`src/rtl/host_regport_pkg.sv`:
```
package host_regport_pkg;

  localparam logic [2:0] PORT_INDEX = 3'd0;
  localparam logic [2:0] PORT_DATA  = 3'd1;

  typedef struct packed {
    logic       live;
    logic       rd;
    logic [2:0] port;
  } acc_t;

  // A new pulse may begin once the bus has idled long enough and a full
  // command cycle has elapsed since the previous pulse began.
  function automatic logic gap_ok(input int unsigned idle_clk,
                                  input int unsigned since_start,
                                  input int unsigned min_inh,
                                  input int unsigned min_cyc);
    return (idle_clk >= min_inh) && (since_start >= min_cyc);
  endfunction

  function automatic logic width_ok(input int unsigned low_clk,
                                    input int unsigned min_act);
    return low_clk >= min_act;
  endfunction

endpackage

```
`src/rtl/host_regport_sync.sv`:
```
module host_regport_sync #(
  parameter int W      = 2,
  parameter int STAGES = 2
) (
  input  logic         clk,
  input  logic         rst_n,
  input  logic [W-1:0] d,
  output logic [W-1:0] q
);
  logic [W-1:0] stg [STAGES];

  always_ff @(posedge clk or negedge rst_n) begin
    if (!rst_n) begin
      for (int i = 0; i < STAGES; i++) stg[i] <= '1;
    end else begin
      stg[0] <= d;
      for (int i = 1; i < STAGES; i++) stg[i] <= stg[i-1];
    end
  end

  assign q = stg[STAGES-1];
endmodule

```
`src/rtl/host_regport_pulse.sv`:
```
module host_regport_pulse
  import host_regport_pkg::*;
#(
  parameter int MIN_ACT = 2,
  parameter int MIN_INH = 4,
  parameter int MIN_CYC = 6
) (
  input  logic clk,
  input  logic rst_n,
  input  logic rcmd_s,
  input  logic wcmd_s,
  output logic fall_ev,
  output logic rise_ev,
  output logic rd_kind,
  output logic start_ok,
  output logic wide_ok
);
  localparam int CW = $clog2(MIN_CYC + 1);
  localparam logic [CW-1:0] SAT = CW'(MIN_CYC);

  logic          cmd_s, cmd_d;
  logic [CW-1:0] act_cnt, idle_cnt, cyc_cnt;

  assign cmd_s   = rcmd_s & wcmd_s;
  assign fall_ev = cmd_d & ~cmd_s;
  assign rise_ev = ~cmd_d & cmd_s;
  assign rd_kind = ~rcmd_s;

  always_ff @(posedge clk or negedge rst_n) begin
    if (!rst_n) begin
      cmd_d    <= 1'b1;
      act_cnt  <= '0;
      idle_cnt <= SAT;
      cyc_cnt  <= SAT;
    end else begin
      cmd_d <= cmd_s;
      if (fall_ev)                       act_cnt <= CW'(1);
      else if (!cmd_s && act_cnt < SAT)  act_cnt <= act_cnt + 1'b1;
      if (rise_ev)                       idle_cnt <= CW'(1);
      else if (cmd_s && idle_cnt < SAT)  idle_cnt <= idle_cnt + 1'b1;
      if (fall_ev)                       cyc_cnt <= CW'(1);
      else if (cyc_cnt < SAT)            cyc_cnt <= cyc_cnt + 1'b1;
    end
  end

  assign start_ok = gap_ok(32'(idle_cnt), 32'(cyc_cnt), MIN_INH, MIN_CYC);
  assign wide_ok  = width_ok(32'(act_cnt), MIN_ACT);
endmodule

```
`src/rtl/host_regport_lock.sv`:
```
module host_regport_lock #(
  parameter int LOCK_CYC = 40000
) (
  input  logic clk,
  input  logic rst_n,
  output logic locked
);
  localparam int LW = $clog2(LOCK_CYC + 2);
  localparam logic [LW-1:0] LIMIT = LW'(LOCK_CYC);

  logic [LW-1:0] cnt;

  assign locked = (cnt != LIMIT);

  always_ff @(posedge clk or negedge rst_n) begin
    if (!rst_n)      cnt <= '0;
    else if (locked) cnt <= cnt + 1'b1;
  end
endmodule

```
`src/rtl/host_regport.sv`:
```
module host_regport
  import host_regport_pkg::*;
#(
  parameter int AW       = 8,
  parameter int MIN_ACT  = 2,
  parameter int MIN_INH  = 4,
  parameter int MIN_CYC  = 6,
  parameter int LOCK_CYC = 40000
) (
  input  logic          clk,
  input  logic          rst_n,
  input  logic          cs_n,
  input  logic          rd_n,
  input  logic          wr_n,
  input  logic [2:0]    port_sel,
  input  logic [7:0]    bus_din,
  output logic [7:0]    bus_dout,
  output logic          bus_doe,
  output logic          wait_n,
  output logic          ready_n,
  output logic          hs_oe,
  output logic [AW-1:0] reg_addr,
  output logic [7:0]    reg_wdata,
  output logic          reg_we,
  output logic          reg_re,
  input  logic [7:0]    reg_rdata
);
  localparam int DW = 8;

  logic [1:0]    cmd_raw, cmd_s;
  logic          fall_ev, rise_ev, rd_kind, start_ok, wide_ok, locked;
  logic          accept, commit, data_rd;
  logic [DW-1:0] d1, d2, dhold;
  acc_t          acc;
  logic [AW-1:0] idx, waddr_q;
  logic [DW-1:0] rdata_q, wdata_q;
  logic          rdy, re_q, we_q;

  function automatic logic [DW-1:0] direct_value(input logic [2:0] p,
                                                 input logic [AW-1:0] i);
    return (p == PORT_INDEX) ? DW'(i) : '0;
  endfunction

  assign cmd_raw = {cs_n | rd_n, cs_n | wr_n};

  host_regport_sync #(.W(2), .STAGES(2)) u_sync (
    .clk(clk), .rst_n(rst_n), .d(cmd_raw), .q(cmd_s)
  );

  host_regport_pulse #(.MIN_ACT(MIN_ACT), .MIN_INH(MIN_INH), .MIN_CYC(MIN_CYC)) u_pulse (
    .clk(clk), .rst_n(rst_n), .rcmd_s(cmd_s[1]), .wcmd_s(cmd_s[0]),
    .fall_ev(fall_ev), .rise_ev(rise_ev), .rd_kind(rd_kind),
    .start_ok(start_ok), .wide_ok(wide_ok)
  );

  host_regport_lock #(.LOCK_CYC(LOCK_CYC)) u_lock (
    .clk(clk), .rst_n(rst_n), .locked(locked)
  );

  assign accept  = fall_ev & start_ok & ~locked;
  assign commit  = rise_ev & acc.live & wide_ok;
  assign data_rd = rd_kind & (port_sel == PORT_DATA);

  // Bus data pipeline aligned with the strobe synchronizer.
  always_ff @(posedge clk or negedge rst_n) begin
    if (!rst_n) begin
      d1    <= '0;
      d2    <= '0;
      dhold <= '0;
    end else begin
      d1 <= bus_din;
      d2 <= d1;
      if (!cmd_s[0]) dhold <= d2;
    end
  end

  always_ff @(posedge clk or negedge rst_n) begin
    if (!rst_n) begin
      acc     <= '0;
      idx     <= '0;
      waddr_q <= '0;
      rdata_q <= '0;
      wdata_q <= '0;
      rdy     <= 1'b0;
      re_q    <= 1'b0;
      we_q    <= 1'b0;
    end else begin
      re_q <= 1'b0;
      we_q <= 1'b0;
      if (re_q && acc.live) begin
        rdata_q <= reg_rdata;
        rdy     <= 1'b1;
      end
      if (accept) begin
        acc     <= '{live: 1'b1, rd: rd_kind, port: port_sel};
        rdy     <= ~data_rd;
        re_q    <= data_rd;
        rdata_q <= direct_value(port_sel, idx);
      end else if (rise_ev) begin
        acc.live <= 1'b0;
        rdy      <= 1'b0;
      end
      if (commit) begin
        if (acc.port == PORT_INDEX && !acc.rd) idx <= dhold[AW-1:0];
        if (acc.port == PORT_DATA) begin
          if (!acc.rd) begin
            we_q    <= 1'b1;
            waddr_q <= idx;
            wdata_q <= dhold;
          end
          idx <= idx + 1'b1;
        end
      end
    end
  end

  assign reg_addr  = we_q ? waddr_q : idx;
  assign reg_wdata = wdata_q;
  assign reg_we    = we_q;
  assign reg_re    = re_q;
  assign hs_oe     = acc.live;
  assign bus_doe   = acc.live & acc.rd;
  assign bus_dout  = rdata_q;
  assign wait_n    = rdy;
  assign ready_n   = ~rdy;
endmodule

```
`config.mk`:
```
export PLATFORM = sky130hd
export DESIGN_NAME = host_regport
export DESIGN_NICKNAME = d
export VERILOG_FILES = /design/src/rtl/host_regport_pkg.sv /design/src/rtl/host_regport_sync.sv /design/src/rtl/host_regport_pulse.sv /design/src/rtl/host_regport_lock.sv /design/src/rtl/host_regport.sv
export SDC_FILE = /design/constraint.sdc
export NUM_CORES = 1
export LEC_CHECK = 0
export ABC_CLOCK_PERIOD_IN_PS = 2850
export BUFFER_PORTS_ARGS = -buffer_cell sky130_fd_sc_hd__buf_4
export CORE_MARGIN = 4
export CORE_UTILIZATION = 39
export CTS_BUF_LIST = sky130_fd_sc_hd__clkbuf_16
export DETAILED_ROUTE_END_ITERATION = 6
export GPL_TIMING_DRIVEN = 0
export PLACE_DENSITY = 0.56
export SLEW_MARGIN = 20
export SYNTH_ARGS = -nofsm -noshare
export SYNTH_HDL_FRONTEND = slang
export SYNTH_SLANG_ARGS = --single-unit
```
`constraint.sdc`:
```
create_clock -name clk -period 2.85 [get_ports clk]
set_clock_uncertainty 0.05 [all_clocks]
set_input_delay 0.57 -clock clk [delete_from_list [all_inputs] [get_ports clk]]
set_output_delay 0.57 -clock clk [all_outputs]
set_load 0.05 [all_outputs]
```
==> results.md, run 1 <==
- Drt pass-1 iters: 4
- CP max-delay cell: mux2_2
- Worst Hold Slack: 241 ps
- Share of layout cells above drive strength 1: 33.2%
- Final Instance Area: 4980 um^2
- Top-count cell post-synth: dfrtp_1
- Worst path max stage delay: 390 ps
- Dpl cell area: 4660 um^2
- # hold bufs at CTS: 0
- Largest net degree at the start of global routing: 95
- Syn. warnings: 0
- Fin crit share: 78.7%
- Worst-path clk slew: 80 ps
- Biggest area consumer among synthesized cells: dfrtp_1
- Clock sinks: 94
- Peak supply drop: 0.349 mV
- PwrDens: 607 nW/um^2
- Multi-input logic area: 1630 um^2
- CP Max Fanout: 9
- Die ar.: 12200 um^2
- Via Count: 2622
- Post-synthesis cell type count: 55
- First-pass GRT wire length: 13.7 mm
- GRT overflow: 0
- CP delay by family, top: buffers and inverters
- Post-synth top cells: dfrtp_1 (85), nand2_1 (31), mux2_2 (24), mux2i_1 (17), a21oi_1 (16)
- Post-DP HPWL: 5.26 mm
- Final Critical Period: 2240 ps
- Post-Syn Area: 4090 um^2
- Flops & latches, synth: 94
- Post-synthesis area per instance: 12.8 um^2
- Die W: 110 um
- Via density: 5.00
- Latest clock arrival within the worst-skew pair: 350 ps
- Leak: 2.30 nW
- Rel. slew slack: 36.4%
- Setup TNS: 0 ps
- # setup viols final: 0
- Status: finished, final reports clean
- FMAX: 446 MHz
- Die Y: 110 um
- Top_reg_cell synth: dfrtp_1
- Root Buffer: clkbuf_16
- Crit path kind: register to primary output
- Placed cells: 508
- WP buf/inv: 2
- RSZ-0062 raised after global routing: false
- Post-CTS setup buffers: 0
- CP Capture Type: primary output
- Reg2reg path depth: 6
- Initial antenna violation count: 0
- RR Endpoint: acc[1]$_DFFE_PN0N_
- H-tree depth: 3
- Drt initial violations: 166
- Worst hold path class: primary input to asynchronous set/reset pin
- CTS tree: built
- Worst EP arrival: 1620 ps
- IO buf count: 53
- Fillers: 965
- Sequential area share after synthesis: 57.7%
- GPL Wtd Cong: 0.751
- Routed WL per cell: 15.0 um
- Max-slew violation count: 0
- Fin nets: 413
- GRT Resource Usage Total: 13.7%
- Post-cts resize count: 0
- Synthesis-to-finish area growth: 21.7%
- Post-route ant nets: 0
- Final wirelength: 7.85 mm
- Area contributors post-synth: dfrtp_1 (52%), mux2_2 (6.6%), dfstp_2 (5.8%), mux2i_1 (4.2%), mux2_4 (3.7%)
- Critical Path Source Type: register
- CTS max path bufs: 2
- Final Hold Viols: 0
- Async set-reset flop share out of synthesis: 100%
- FP Rows: 37
- Initial Util: 39.8%
- FF-to-FF Start: u_pulse.cmd_d$_DFF_PN1_
- Syn nets: 349
- Final non-filler cell total: 524
- Post-Synthesis Cells: 319
- R2r setup slk: 710 ps
- DRC viols: 0
- Reg area: 2360 um^2
- Vias in the first global route: 2678
- Worst path required time: 2230 ps
- Num CTS Buffers: 9
- Number of max-cap violations: 0
- Synth top area share: 52.0%
- Cell Chain, Critical Path: clkbuf_1 -> mux2_2 -> buf_4
- Worst slew pin tran: 947 ps
- Inserted Diodes: 0
- Boundary pin count: 54
- CORE AREA: 10300 um^2
- EDFF count, synth: 0
- Post-route core utilization: 48.5%
-- worst max path at each step --
| stage | start | cells after the start | slack, ps | to |
|---|---|---|---|---|
| 3_3_place_gp | u_pulse.cmd_d$_DFF_PN1_ | 6 | 690 | acc[1]$_DFFE_PN0N_ |
| 3_5_place_dp | u_pulse.cmd_d$_DFF_PN1_ | 6 | 690 | acc[1]$_DFFE_PN0N_ |
| 2_1_floorplan | reg_we$_DFF_PN0_ | 2 | 290 | reg_addr[4] |
| 5_1_grt | reg_we$_DFF_PN0_ | 3 | 490 | reg_addr[0] |
| 4_1_cts | reg_we$_DFF_PN0_ | 3 | 580 | reg_addr[0] |
| 6_report | reg_we$_DFF_PN0_ | 3 | 610 | reg_addr[3] |
-- worst register-to-register path, stage by stage (launching register included) --
cell and delay (ps):
dfstp_2 510, buf_2 180, a21boi_1 450, nand2b_2 180, nor2_4 200, buf_12 170
mux2_4 290
-- layout by cell type (no fill, tap or decap), types with 7 or more instances in the layout --
| master | count |
|---|---|
| clkbuf_16 | 9 |
| mux2_2 | 24 |
| nand4_1 | 7 |
| nor2_1 | 10 |
| mux2_4 | 10 |
| nand3_1 | 11 |
| mux2i_1 | 17 |
| dfstp_2 | 9 |
| xnor2_1 | 14 |
| o21ai_0 | 12 |
| a21oi_1 | 16 |
| nand2_1 | 31 |
| dfrtp_1 | 85 |
| buf_4 | 52 |
-- report_power, final --
| group | total, mW | internal [mW] | switching (mW) |
|---|---|---|---|
| combinational | 0.282 | 0.133 | 0.148 |
| clock | 1.21 | 0.628 | 0.580 |
| sequential | 1.53 | 1.45 | 0.0822 |
| total | 3.02 | 2.21 | 0.810 |
-- cells by family (layout without fill, tap and decap cells) --
| logic type | Yosys count | after routing | synth area share (%) |
|---|---|---|---|
| mux | 51 | 51 | 14.4 |
| fa+ha+maj | 6 | 6 | 1.83 |
| buf+inv | 15 | 84 | 2.51 |
| compound gates | 43 | 43 | 6.33 |
| xor+xnor | 16 | 16 | 3.42 |
| simple gates | 94 | 94 | 13.7 |
| flops | 94 | 94 | 57.8 |
-- routing by layer --
metal	wire [um]	vias up	track usage [%]
li1	-	1260	-
met1	3760	1295	19.6
met2	3600	57	20.2
met3	362	10	3.89
met4	119	0	3.69
met5	0	-	0
-- flip-flops by register name, summed over array words and instances, names as in the netlist --
signal and count:
wait_n 1, hs_oe 1, u_lock.cnt 16, u_pulse.cyc_cnt 3, d1 8, d2 8
reg_we 1, reg_re 1, u_pulse.idle_cnt 3, dhold 8, waddr_q 8, bus_dout 8
reg_wdata 8, acc 4, u_sync.q 2, u_pulse.cmd_d 1, idx 8, u_pulse.act_cnt 3
u_sync.stg 2
-- layout make-up --
cell class / instances / area share, %
Clock buffer: 9 / 4.52
Clock inverter: 7 / 1.83
Buffer: 10 / 1.68
Timing Repair Buffer: 53 / 8.06
Tap cell: 136 / 3.42
Inverter: 5 / 0.377
Sequential cell: 94 / 47.5
Multi-Input combinational cell: 210 / 32.7
-- per-stage QoR --
stage               power [mW]  setup WS (ps)
floorplan                 1.73            288
global placement          1.83            692
detailed placement        1.84            694
CTS                       3.07            580
global route              3.18            487
finish                    3.02            607
Power figures use the tool's default switching activity.
==> run 2: changes to the inputs <==
--- a/config.mk
+++ b/config.mk
@@ -5,14 +5,15 @@
 export SDC_FILE = /design/constraint.sdc
 export NUM_CORES = 1
 export LEC_CHECK = 0
-export ABC_CLOCK_PERIOD_IN_PS = 2850
+export ABC_AREA = 1
+export ABC_CLOCK_PERIOD_IN_PS = 2110
 export BUFFER_PORTS_ARGS = -buffer_cell sky130_fd_sc_hd__buf_4
 export CORE_MARGIN = 4
 export CORE_UTILIZATION = 39
 export CTS_BUF_LIST = sky130_fd_sc_hd__clkbuf_16
 export DETAILED_ROUTE_END_ITERATION = 6
 export GPL_TIMING_DRIVEN = 0
-export PLACE_DENSITY = 0.56
+export PLACE_DENSITY = 0.55
 export SLEW_MARGIN = 20
 export SYNTH_ARGS = -nofsm -noshare
 export SYNTH_HDL_FRONTEND = slang
==> constraint.sdc (replaced) <==
create_clock -name clk -period 2.11 [get_ports clk]
set_clock_uncertainty 0.05 [all_clocks]
set_input_delay 0.422 -clock clk [delete_from_list [all_inputs] [get_ports clk]]
set_output_delay 0.422 -clock clk [all_outputs]
set_load 0.05 [all_outputs]
==> results.md, run 2 <==
- Die ar.: 12700 um^2 (+3.9%)
- Synth top area share: 49.9% (-2.1 points)
- Post-CTS setup buffers: 0 (unchanged)
- Rel. slew slack: 43.1% (+6.8 points)
- Clock sinks: 94 (unchanged)
- Reg area: 2360 um^2 (unchanged)
- Leak: 2.46 nW (+6.9%)
- Post-Synthesis Cells: 458 (+44%)
- First-pass GRT wire length: 14.6 mm (+5.9%)
- DRC viols: 0 (unchanged)
- Boundary pin count: 54 (unchanged)
- Vias in the first global route: 2982 (+11%)
- IO buf count: 53 (unchanged)
- # setup viols final: 0 (unchanged)
- RSZ-0062 raised after global routing: false
- Max-slew violation count: 0 (unchanged)
- Worst Hold Slack: 92.6 ps (-149 ps)
- PwrDens: 778 nW/um^2 (+28%)
- Max reg flops: 16 (unchanged)
- H-tree depth: 3 (unchanged)
- Via Count: 3128 (+19%)
- Top_reg_cell synth: dfrtp_1
- Final non-filler cell total: 663 (+27%)
- Num CTS Buffers: 9 (unchanged)
- Final Hold Viols: 0 (unchanged)
- Peak supply drop: 0.376 mV (+7.9%)
- FMAX: 512 MHz
- Biggest area consumer among synthesized cells: dfrtp_1
- Status: finished, final reports clean
- CORE AREA: 10500 um^2 (+2.3%)
- Fin nets: 552 (+34%)
- Worst-path clk slew: 70 ps (about the same)
- GPL Wtd Cong: 0.763 (+1.6%)
- Post-synthesis cell type count: 32 (-42%)
- EDFF count, synth: 0 (unchanged)
- Reg2reg path depth: 10 (+4)
- RR Endpoint: wait_n$_DFFE_PN0P_
- Post-cts resize count: 0 (unchanged)
- Drt pass-1 iters: 5 (+1)
- Critical Path Source Type: register
- Post-DP HPWL: 6.13 mm (+17%)
- Number of max-cap violations: 0 (unchanged)
- Async set-reset flop share out of synthesis: 100% (unchanged)
- Final Critical Period: 1950 ps
- Die W: 113 um (+1.9%)
- Post-synth top cells: nand2_1 (105), dfrtp_1 (85), inv_1 (53), o21ai_0 (38), nor2_1 (32)
- Final wirelength: 8.44 mm (+7.6%)
- Flops & latches, synth: 94 (unchanged)
- Fillers: 1017 (+5.4%)
- Sequential area share after synthesis: 55.4% (-2.3 points)
- Top-count cell post-synth: nand2_1
- Drt initial violations: 145 (-13%)
- Top reg by flops: u_lock.cnt
- Die Y: 113 um (+1.9%)
- Worst path required time: 1640 ps (-590 ps)
- Initial antenna violation count: 0 (unchanged)
- Placed cells: 647 (+27%)
- GRT Resource Usage Total: 14.2% (+0.53 points)
- Fin worst setup slack: 159 ps (-449 ps)
- Latest clock arrival within the worst-skew pair: 340 ps (about the same)
- Post-Syn Area: 4270 um^2 (+4.2%)
- Post-route ant nets: 0 (unchanged)
- Via density: 4.72 (-5.7%)
- Post-synthesis area per instance: 9.31 um^2 (-27%)
- Fin crit share: 92.5%
- Commonest cells after routing, fill and taps aside: nand2_1 (105), dfrtp_1 (85), inv_1 (53), buf_4 (53), o21ai_0 (38)
- Worst slew pin tran: 853 ps (-94.0 ps)
- Dpl ws: 392 ps (-301 ps)
- Inserted Diodes: 0 (unchanged)
- FF-to-FF Start: u_lock.cnt[0]$_DFFE_PN0P_
- Syn. warnings: 0 (unchanged)
- FP Rows: 37 (unchanged)
- R2r setup slk: 420 ps (-290 ps)
- Crit path kind: register to primary output
- Multi-input logic area: 1600 um^2 (-1.8%)
- Syn nets: 488 (+40%)
- Largest net degree at the start of global routing: 95 (unchanged)
- Root Buffer: clkbuf_16
- Most common cell after layout, fill and taps aside: nand2_1
- Initial Util: 40.6% (+0.77 points)
- GRT overflow: 0 (unchanged)
- Worst EP arrival: 1480 ps (-140 ps)
- CP Capture Type: primary output
- Crit path launch: reg_we$_DFF_PN0_
- Share of layout cells above drive strength 1: 21.6% (-12 points)
- Worst hold path class: primary input to asynchronous set/reset pin
- Area contributors post-synth: dfrtp_1 (50%), nand2_1 (9.2%), dfstp_2 (5.5%), inv_1 (4.7%), o21ai_0 (4.5%)
- Tot Pwr: 3.99 mW (+32%)
- CP Max Fanout: 10 (+1)
- CTS max path bufs: 2 (unchanged)
- # hold bufs at CTS: 0 (unchanged)
- Synthesis-to-finish area growth: 20.2%
- Routed WL per cell: 12.7 um (-15%)
- CTS tree: built
==> run 2: cell types whose count changed after synthesis, sizes merged, moves of 3 or more <==
cell    before  now
and3         6    0
inv          5   57
mux2        34    0
mux2i       17    0
nand2       31  113
nand2b       4    0
nand3       11   33
nand4        8   11
nor2        11   41
o21ai       12   43
xnor2       14    4
xor2         2   17
==> run 2: cell type report <==
cell class | instances | share of cell area (%)
Buffer | 11 | 1.81
Clock buffer | 9 | 4.39
Clock inverter | 7 | 1.20
Inverter | 57 | 4.17
Multi-Input combinational cell | 296 | 31.2
Sequential cell | 94 | 46.1
Tap cell | 136 | 3.32
Timing Repair Buffer | 53 | 7.84
==> run 2: report_power, final <==
| group | internal (mW) | total [mW] | switching, mW |
|---|---|---|---|
| Sequential | 1.96 | 2.04 | 0.0809 |
| Combinational | 0.164 | 0.385 | 0.221 |
| Clock | 0.826 | 1.56 | 0.734 |
| Total | 2.95 | 3.99 | 1.04 |
==> run 2: worst max path at each step <==
stage and to:
2_1_floorplan reg_addr[5], 3_3_place_gp reg_addr[6], 4_1_cts reg_addr[6], 3_5_place_dp reg_addr[6]
6_report reg_addr[6], 5_1_grt reg_addr[6]
==> run 2: critical path, stage by stage (launching register included) <==
cell      delay (ps)
dfrtp_1          460
clkbuf_2         220
o21ai_0          220
buf_4            230
==> run 2: cell families after synthesis <==
logic type / after synthesis / share of synthesized area, %
AND/OR/NAND/NOR: 207 / 23.8
AO/OA/AOI/OAI: 62 / 7.51
adder cells (fa/ha/maj): 6 / 1.76
buffers and inverters: 68 / 7.16
flip-flops: 94 / 55.4
XOR/XNOR: 21 / 4.31
==> run 2: routing by layer <==
| metal | share of wire, % | wire length [um] | global-route usage, % | vias up |
|---|---|---|---|---|
| li1 | - | - | - | 1585 |
| met1 | 48 | 4050 | 20.2 | 1479 |
| met2 | 47 | 3930 | 20.6 | 60 |
| met3 | 4.8 | 402 | 3.72 | 4 |
| met4 | 0.70 | 59 | 5.53 | 0 |
| met5 | 0 | 0 | 0 | - |
==> run 2: metrics by stage <==
| step | TNS [ps] | area, um^2 | util [%] |
|---|---|---|---|
| after floorplan | -1510 | 4270 | - |
| after global placement | 0 | 4830 | 46.0 |
| after detailed placement | 0 | 4840 | 46.0 |
| after CTS | 0 | 5120 | 48.8 |
| after global routing | 0 | 5120 | 48.8 |
| final | 0 | 5120 | 48.8 |
